$ cat config.mk
export PLATFORM = sky130hd
export DESIGN_NAME = card_clk_div
export DESIGN_NICKNAME = d
export VERILOG_FILES = /design/src/rtl/cdiv_pkg.sv /design/src/rtl/cdiv_ctrl_reg.sv /design/src/rtl/cdiv_counter.sv /design/src/rtl/cdiv_gate.sv /design/src/rtl/card_clk_div.sv
export SDC_FILE = /design/constraint.sdc
export NUM_CORES = 1
export LEC_CHECK = 0
export BUFFER_PORTS_ARGS = -buffer_cell sky130_fd_sc_hd__buf_2
export CORE_MARGIN = 4
export CORE_UTILIZATION = 50
export CTS_CLUSTER_DIAMETER = 40
export DETAILED_ROUTE_END_ITERATION = 16
export GPL_ROUTABILITY_DRIVEN = 0
export GPL_TIMING_DRIVEN = 1
export MAX_ROUTING_LAYER = met4
export PLACE_DENSITY_LB_ADDON = 0.15
export SETUP_SLACK_MARGIN = 0.2
export SLEW_MARGIN = 0
export SYNTH_ARGS = -nofsm -noshare
export SYNTH_HDL_FRONTEND = slang
export SYNTH_SLANG_ARGS = --single-unit
$ cat constraint.sdc
create_clock -name clk -period 3.4 [get_ports clk]
set_input_delay 0.68 -clock clk [delete_from_list [all_inputs] [get_ports clk]]
set_output_delay 0.68 -clock clk [all_outputs]
set_load 0.005 [all_outputs]
$ cat src/rtl/cdiv_pkg.sv
package cdiv_pkg;
  localparam int REG_W         = 10;
  localparam int STOP_HS_BIT   = 9;
  localparam int STOP_CARD_BIT = 8;
  localparam int SRC_LSB       = 2;
  localparam int SRC_W         = 3;
  localparam int FIN_LSB       = 0;
  localparam int FIN_W         = 2;
  localparam int SRC_MAX_L2    = 4;
  localparam int FIN_MIN_L2    = 1;
  localparam int FIN_MAX_L2    = 2;
  localparam int L2_W          = 3;
  localparam int CNT_W         = SRC_MAX_L2 + FIN_MAX_L2;
  localparam logic [REG_W-1:0] RST_VAL   = 10'h301;
  localparam logic [REG_W-1:0] KEEP_MASK = 10'h31F;

  typedef struct packed {
    logic [L2_W-1:0] src_l2;
    logic [L2_W-1:0] fin_l2;
  } div_cfg_t;

  // Fold reserved codes onto the largest legal divider of each stage.
  function automatic div_cfg_t decode_cfg(input logic [REG_W-1:0] r);
    div_cfg_t c;
    logic [SRC_W-1:0] s;
    logic [FIN_W-1:0] f;
    s = r[SRC_LSB +: SRC_W];
    f = r[FIN_LSB +: FIN_W];
    c.src_l2 = (int'(s) > SRC_MAX_L2) ? L2_W'(SRC_MAX_L2) : L2_W'(s);
    c.fin_l2 = (f == '0) ? L2_W'(FIN_MIN_L2) : L2_W'(FIN_MAX_L2);
    return c;
  endfunction
endpackage

$ cat src/rtl/cdiv_ctrl_reg.sv
module cdiv_ctrl_reg
  import cdiv_pkg::*;
#(
  parameter int                W       = REG_W,
  parameter logic [REG_W-1:0]  INIT    = RST_VAL,
  parameter logic [REG_W-1:0]  WR_MASK = KEEP_MASK
) (
  input  logic         clk,
  input  logic         rst,
  input  logic         wr_en,
  input  logic [W-1:0] wr_data,
  output logic [W-1:0] ctrl_q,
  output logic [W-1:0] ctrl_nxt
);
  always_comb ctrl_nxt = wr_en ? (wr_data & WR_MASK) : ctrl_q;

  always_ff @(posedge clk) begin
    if (rst) ctrl_q <= INIT;
    else     ctrl_q <= ctrl_nxt;
  end

  assert_rsv_zero_R2: assert property (@(posedge clk) disable iff (rst)
    (ctrl_q & ~WR_MASK) == '0);
endmodule

$ cat src/rtl/cdiv_counter.sv
module cdiv_counter
  import cdiv_pkg::*;
#(
  parameter int CW = CNT_W,
  parameter int LW = L2_W
) (
  input  logic     clk,
  input  logic     rst,
  input  div_cfg_t next_cfg,
  output logic     src_tick,
  output logic     card_tick
);
  logic [CW-1:0] cnt;
  div_cfg_t      act;
  logic [CW-1:0] src_mask, tot_mask;
  logic [LW-1:0] tot_l2;

  always_comb begin
    tot_l2    = act.src_l2 + act.fin_l2;
    src_mask  = ~({CW{1'b1}} << act.src_l2);
    tot_mask  = ~({CW{1'b1}} << tot_l2);
    src_tick  = (cnt & src_mask) == src_mask;
    card_tick = cnt == tot_mask;
  end

  // The active setting is only reloaded when a full output period ends.
  always_ff @(posedge clk) begin
    if (rst) begin
      cnt <= '0;
      act <= decode_cfg(RST_VAL);
    end else if (card_tick) begin
      cnt <= '0;
      act <= next_cfg;
    end else begin
      cnt <= cnt + 1'b1;
    end
  end

  assert_cnt_range_R4: assert property (@(posedge clk) disable iff (rst)
    cnt <= tot_mask);
  assert_switch_boundary_R8: assert property (@(posedge clk) disable iff (rst)
    !$stable(act) |-> cnt == '0);
  assert_card_has_src_R5: assert property (@(posedge clk) disable iff (rst)
    card_tick |-> src_tick);
endmodule

$ cat src/rtl/cdiv_gate.sv
module cdiv_gate #(
  parameter int N = 2
) (
  input  logic         clk,
  input  logic         rst,
  input  logic [N-1:0] tick,
  input  logic [N-1:0] stop,
  output logic [N-1:0] en
);
  for (genvar i = 0; i < N; i++) begin : g_ch
    always_ff @(posedge clk) begin
      if (rst) en[i] <= 1'b0;
      else     en[i] <= tick[i] & ~stop[i];
    end

    assert_stop_now_R7: assert property (@(posedge clk) disable iff (rst)
      $past(stop[i]) |-> !en[i]);
  end
endmodule

$ cat src/rtl/card_clk_div.sv
module card_clk_div
  import cdiv_pkg::*;
#(
  parameter int W = REG_W
) (
  input  logic         clk,
  input  logic         rst,
  input  logic         wr_en,
  input  logic [W-1:0] wr_data,
  output logic         hs_en,
  output logic         card_en,
  output logic [W-1:0] rd_data
);
  localparam int NCH = 2;

  logic [W-1:0]   ctrl_q, ctrl_nxt;
  div_cfg_t       cfg_nxt;
  logic           src_tick, card_tick;
  logic [NCH-1:0] ticks, stops, ens;

  cdiv_ctrl_reg #(.W(W)) u_reg (
    .clk(clk), .rst(rst), .wr_en(wr_en), .wr_data(wr_data),
    .ctrl_q(ctrl_q), .ctrl_nxt(ctrl_nxt)
  );

  always_comb cfg_nxt = decode_cfg(ctrl_nxt);

  cdiv_counter u_cnt (
    .clk(clk), .rst(rst), .next_cfg(cfg_nxt),
    .src_tick(src_tick), .card_tick(card_tick)
  );

  always_comb begin
    ticks = {card_tick, src_tick};
    stops = {ctrl_nxt[STOP_CARD_BIT], ctrl_nxt[STOP_HS_BIT]};
  end

  cdiv_gate #(.N(NCH)) u_gate (
    .clk(clk), .rst(rst), .tick(ticks), .stop(stops), .en(ens)
  );

  assign hs_en   = ens[0];
  assign card_en = ens[1];
  assign rd_data = ctrl_q;

  assert_card_with_hs_R5: assert property (@(posedge clk) disable iff (rst)
    (card_en && !ctrl_q[STOP_HS_BIT]) |-> hs_en);
  assert_card_stopped_R6: assert property (@(posedge clk) disable iff (rst)
    ctrl_q[STOP_CARD_BIT] |-> !card_en);
  assert_hs_stopped_R6: assert property (@(posedge clk) disable iff (rst)
    ctrl_q[STOP_HS_BIT] |-> !hs_en);
  assert_reset_quiet_R1: assert property (@(posedge clk)
    $past(rst) |-> (!hs_en && !card_en));
endmodule

==> results of run 1 <==
stage by stage:
stage,utilization,std cells,hold WS [ns],setup slack [ns],cell area (um^2)
2_1_floorplan,-,108,0.482,1.01,987
3_3_place_gp,0.596,143,0.489,0.882,1060
3_5_place_dp,0.596,143,0.498,0.852,1060
4_1_cts,0.617,147,0.532,0.833,1100
5_1_grt,0.617,147,0.590,0.774,1100
6_report,0.617,147,0.529,0.833,1100
kinds of logic (layout without fill, tap and decap cells):
family,after synthesis,after routing,share of synthesized area
buf+inv,14,28,0.0728
mux,9,9,0.0983
other cells,1,3,0.00383
fa+ha+maj,4,4,0.0562
xor+xnor,7,7,0.0703
compound gates,14,14,0.101
flops,20,20,0.409
simple gates,37,37,0.189
report_power, final:
group	switching [uW]	internal, uW
Clock	73.7	65.3
Sequential	19.8	251
Combinational	51.8	52.6
worst paths after layout:
path	start	end	cells past startpoint
min reg2reg	u_reg.ctrl_q[1]	u_reg.ctrl_q[1]	2
min	u_reg.ctrl_q[1]	u_reg.ctrl_q[1]	2
max	u_cnt.act[3]	u_cnt.act[0]	7
max reg2reg	u_cnt.act[3]	u_cnt.act[0]	7
final cells by class:
| cell class | count | area, um^2 |
|---|---|---|
| fillers | 163 | 683 |
| multi-input cells | 74 | 515 |
| flip-flops and latches | 20 | 400 |
| repair buffers | 19 | 97.6 |
| clock buffers | 4 | 36.3 |
| well taps | 25 | 31.3 |
| inverters | 5 | 18.8 |
cells in the mapped netlist (all sizes together), types with 2 or more instances:
| master | number | share of area |
|---|---|---|
| nor3 | 7 | 0.041 |
| o21ai | 2 | 0.010 |
| buf | 4 | 0.034 |
| xor2 | 3 | 0.027 |
| clkbuf | 5 | 0.019 |
| a21oi | 5 | 0.026 |
| nand2b | 2 | 0.013 |
| nand2 | 6 | 0.023 |
| mux2i | 7 | 0.072 |
| xnor2 | 4 | 0.043 |
| mux2 | 2 | 0.027 |
| nor2 | 10 | 0.038 |
| ha | 2 | 0.026 |
| inv | 5 | 0.019 |
| a211o | 3 | 0.027 |
| dfxtp | 20 | 0.41 |
| nor2b | 5 | 0.032 |
| nand3 | 3 | 0.015 |
critical path, cell delays in order, from the launching register on:
cell	delay (ns)
dfxtp_1	0.36
ha_1	0.20
fa_1	0.60
nor2_1	0.10
maj3_1	0.35
a21oi_1	0.23
or3_1	0.30
mux2_4	0.32
sequential cells by signal, summed over array words and instances (netlist names):
name,cells
u_cnt.act,5
u_cnt.cnt,6
u_gate.en,2
u_reg.ctrl_q,7
layer usage:
| metal | global-route usage | vias up |
|---|---|---|
| met3 | 0.0342 | 4 |
| met2 | 0.264 | 15 |
| met4 | 0.0638 | 0 |
| met1 | 0.184 | 348 |
| met5 | - | - |
| li1 | - | 389 |
==> impl_metrics.yaml, run 1 <==
timing:
  fmax_mhz: 390
  final_hold_violating_endpoints: 0
  timing.setup.tns_ns: 0
  min_period_ns: 2.57
  finalSetupViolations: 0
  finalMaxSlewViolations: 0
  rsz_0062_raised_after_global_routing: "false"
  layout_worst_path_cycle_share: 0.755
  timing.clock.skew_ns: 0.00383
worst_setup_path:
  worst_ep_required_time_ns: 3.60
  timing.critical_path.from_type: "register"
  critical_path_arrival_ns: 2.77
  endpoint_kind: "register"
  timing.critical_path.fanout_max: 5
  r2r_slack_ns: 0.83
  crit_type: "register to register"
synthesis:
  synth.avg_cell_area_um2: 9.24
  synth_enable_flop_cells: 0
  syn-cell-area_um2: 980
  synth_flop_cell: "dfxtp_1"
  synthArstFlopShare: 0
  register_area_share_after_synthesis: 0.409
  synth.yosys.warnings: 0
  netlist-cell-type-count: 33
  register_bit_count_reported_by_yosys: 20
  synthesized_instance_count: 106
place:
  port_buffers: 18
  place_hpwl_um: 1330
drt:
  drcViolationCount: 0
  average_wire_per_standard_cell_um: 12.5
  wire_length_on_met3_um: 77
  route.antenna.remaining_nets: 0
  routed_via_density: 5.14
  met2WireLength_um: 861
  route.vias.total: 756
  first_iter_violations: 7
  met1_length_um: 871
  post_detailed_routing_wire_length_um: 1840
  drt_pre_antenna_iters: 4
  routed.top_layer: "met4"
clock_tree:
  ctsRootBufferMaster: "clkbuf_4"
  cts_htree_levels: 1
  clk_latency_ns: 0.30
  cts.reportedPaths.clkPinSlew_ns: 0.11
  cts_tree: "built"
  number_of_buffers_created_by_cts: 3
  post_cts.repair.setup_buffers: 0
  tritoncts_num_sinks: 20
  clock_tree.buffer_depth: 2
  holdBufCountCts: 0
  postCtsResizedCells: 0
power:
  p_leak_uw: 0.000486
  pwr_density_cell_nw_per_um2: 468
  total_power_uw: 514
  peakVddDrop_v: 0.000292
layout:
  diodes: 0
  syn_to_final_growth_pct: 12.3
  final_common_cell: "dfxtp_1"
  final_net_count: 139
  post_route_cells_drive_above_1_share: 0.221
  most-common-layout-cells: "dfxtp_1 (20), buf_2 (18), nor2_1 (10)"
die:
  floorplan.core_area_um2: 1780
  fp-row-count: 15
  die_area_um2: 2730
  die_width_um: 52.3
  initial_utilization: 0.549
  die_h_um: 52.3
  ioPinCount: 25
global_route:
  grt-ovfl-total: 0
  grt_max_degree: 19
  globalRouteTotalUtil: 0.158
  initial_antenna_violation_count: 0
  grt_first_pass_wirelength_um: 3140
  first_global_vias: 749
status:
  outcome: "finished, final reports clean"
hold_path:
  worst_hold_path_type: "register to register"
flow_run:
  maxCapViolations: 0
Power figures use the tool's default switching activity.
==> inputs of run 2 (changes only) <==
--- a/config.mk
+++ b/config.mk
@@ -5,9 +5,10 @@
 export SDC_FILE = /design/constraint.sdc
 export NUM_CORES = 1
 export LEC_CHECK = 0
+export ABC_AREA = 1
 export BUFFER_PORTS_ARGS = -buffer_cell sky130_fd_sc_hd__buf_2
 export CORE_MARGIN = 4
-export CORE_UTILIZATION = 50
+export CORE_UTILIZATION = 47
 export CTS_CLUSTER_DIAMETER = 40
 export DETAILED_ROUTE_END_ITERATION = 16
 export GPL_ROUTABILITY_DRIVEN = 0
==> constraint.sdc (replaced) <==
create_clock -name clk -period 2.3 [get_ports clk]
set_input_delay 0.46 -clock clk [delete_from_list [all_inputs] [get_ports clk]]
set_output_delay 0.46 -clock clk [all_outputs]
set_load 0.005 [all_outputs]
==> run 2 against run 1 <==
Via count up 35%. Clock power increased by 100%. Utilization decreased by 0.12 points. Sequential cell count is the same. Critical endpoint is now u_cnt.act[4]. Combinational power grew to 6.0 times the previous value.
==> impl_metrics.yaml, run 2 <==
layout:
  final.fill_count: 194
  post_route_design_area_um2: 1350
  largest_register_ffs: 7
  regMostFlops: "u_reg.ctrl_q"
  final_core_utilization: 0.616
  diodes: 0
  post_route_cells_drive_above_1_share: 0.320
  largestRegisters: "u_reg.ctrl_q x7, u_cnt.cnt x6, u_cnt.act x5"
  most-common-layout-cells: "nand2_1 (41), buf_2 (18), dfxtp_1 (17)"
  syn_to_final_growth_pct: 25.8
  final_common_cell: "nand2_1"
  final_net_count: 195
power:
  pwr-share-clk: 0.205
  power_switching_share: 0.396
  p_leak_uw: 0.000620
  seq_power_share: 0.338
  peakVddDrop_v: 0.000605
  p_int_uw: 821
  net-switching-power_uw: 538
  power.share.combinational: 0.457
  pwr_density_cell_nw_per_um2: 1010
synthesis:
  post_synth_most_frequent_cells: "nand2_1 (45), dfxtp_1 (20), nor2_1 (19), nand3_1 (18), inv_1 (16)"
  synth.yosys.warnings: 0
  synthDominantAreaCellType: "dfxtp_1"
  synthArstFlopShare: 0
  yosys.cell_count.top_type: "nand2_1"
  post-synth-top-area-fraction: 0.373
  synth_flop_cell: "dfxtp_1"
  netlist-cell-type-count: 25
  register_area_share_after_synthesis: 0.373
  synth.avg_cell_area_um2: 6.96
  synth_enable_flop_cells: 0
  register_bit_count_reported_by_yosys: 20
  syn-cell-area_um2: 1070
  synthesized_instance_count: 154
  synth_top_cells_by_area: "dfxtp_1 (37%), nand2_1 (16%), nand3_1 (8.4%)"
global_route:
  globalRouteTotalUtil: 0.141
  grt_first_pass_wirelength_um: 3480
  grt_max_degree: 13
  grt-ovfl-total: 0
  initial_antenna_violation_count: 0
  first_global_vias: 833
timing:
  final_hold_violating_endpoints: 0
  fmax_mhz: 484
  layout_worst_path_cycle_share: 0.898
  timing.setup.tns_ns: 0
  timing.clock.skew_ns: 0.00489
  finalSetupViolations: 0
  finalMaxSlewViolations: 0
  min_period_ns: 2.07
  rsz_0062_raised_after_global_routing: "false"
clock_tree:
  cts_htree_levels: 1
  clk_latency_ns: 0.30
  cts.reportedPaths.clkPinSlew_ns: 0.11
  clock_tree.buffer_depth: 2
  holdBufCountCts: 0
  number_of_buffers_created_by_cts: 3
  ctsRootBufferMaster: "clkbuf_4"
  cts_tree: "built"
  tritoncts_num_sinks: 20
worst_setup_path:
  r2r-start: "u_cnt.act[3]"
  worst_ep_required_time_ns: 2.49
  critical_path_arrival_ns: 2.26
  endpoint_kind: "register"
  crit_type: "register to register"
  timing.critical_path.from_type: "register"
  r2r_slack_ns: 0.23
  timing.critical_path.from: "u_cnt.act[3]"
  timing.critical_path.fanout_max: 6
hold_path:
  worst_hold_path_type: "primary input to register"
  holdCritStartpoint: "rst"
die:
  floorplan.core_area_um2: 2190
  ioPinCount: 25
  die_h_um: 55.8
  fp-row-count: 17
  die_area_um2: 3110
  initial_utilization: 0.489
  die_width_um: 55.8
flow_run:
  maxCapViolations: 0
place:
  postPlaceCellArea_um2: 1170
  place_hpwl_um: 1620
  port_buffers: 18
status:
  outcome: "finished, final reports clean"
drt:
  routed_via_density: 4.94
  route.vias.total: 1018
  average_wire_per_standard_cell_um: 11.2
  post_detailed_routing_wire_length_um: 2300
  first_iter_violations: 19
  route.antenna.remaining_nets: 0
  drcViolationCount: 0
  drt_pre_antenna_iters: 4
[run 2: cell count changes after synthesis, moves of 5 or more]
cell	delta
nand3_1	+15
nand2_1	+39
nor2b_1	-5
nor2_1	+9
inv_1	+11
nor3_1	-6
clkbuf_1	-5
[run 2: routing by layer]
layer  wire length [um]  global-route usage  vias to the layer above
met5                  0                   -                        -
met4                 14              0.0521                        0
met3                 67              0.0278                        2
met2               1150               0.215                       15
met1               1080               0.185                      466
li1                   -                   -                      535
[run 2: power by group through the flow]
stage / Combinational (uW) / Clock [uW] / Sequential, uW
floorplan: 372 / 0 / 449
global placement: 450 / 0 / 460
detailed placement: 459 / 0 / 460
CTS: 496 / 290 / 452
global route: 683 / 301 / 468
finish: 621 / 278 / 460
[run 2: layout make-up]
class	count	area (um^2)	share of cell area
inverters	17	63.8	0.0473
clock inverters	1	30.0	0.0223
repair buffers	21	116	0.0863
multi-input cells	116	677	0.502
well taps	28	35.0	0.0260
flip-flops and latches	20	404	0.300
clock buffers	3	22.5	0.0167
[run 2: path summary, 6_finish.rpt]
path                                        end  cells after the start
worst min register to register  u_reg.ctrl_q[8]                      2
worst min-delay path            u_reg.ctrl_q[1]                      2
worst max register to register     u_cnt.act[4]                     10
worst max-delay path               u_cnt.act[4]                     10
[run 2: timing repair]
action	4_1_cts	5_1_grt
gates cloned	1	1
setup endpoints to repair	9	12
pin swaps	2	10
setup buffers	1	1
gates resized for setup	4	25
[run 2: per-stage QoR]
stage	setup WS, ns	instances	power (uW)	hold WS [ns]
after CTS	0.207	204	1240	0.329
after global routing	0.152	206	1450	0.334
after detailed placement	0.190	198	919	0.476
final	0.234	206	1360	0.347
after floorplan	0.316	156	822	0.457
after global placement	0.197	198	910	0.465
[run 2: critical path, cell delays in order (launching register included)]
cell and delay [ns]:
dfxtp_2 0.36, ha_4 0.16, fa_2 0.61, buf_6 0.14, nand3_2 0.09, nand2_2 0.09, nand2_2 0.06, nor2_2 0.12
nand3_4 0.14, nand2_4 0.13, a21oi_2 0.07
[run 2: cells by family after synthesis]
| logic type | Yosys count | share of synthesized area |
|---|---|---|
| AO/OA/AOI/OAI | 13 | 0.0758 |
| XOR/XNOR | 3 | 0.0245 |
| adder cells (fa/ha/maj) | 3 | 0.0420 |
| buffers and inverters | 22 | 0.0957 |
| flip-flops | 20 | 0.373 |
| multiplexers | 3 | 0.0280 |
| other | 1 | 0.00350 |
| AND/OR/NAND/NOR | 89 | 0.357 |
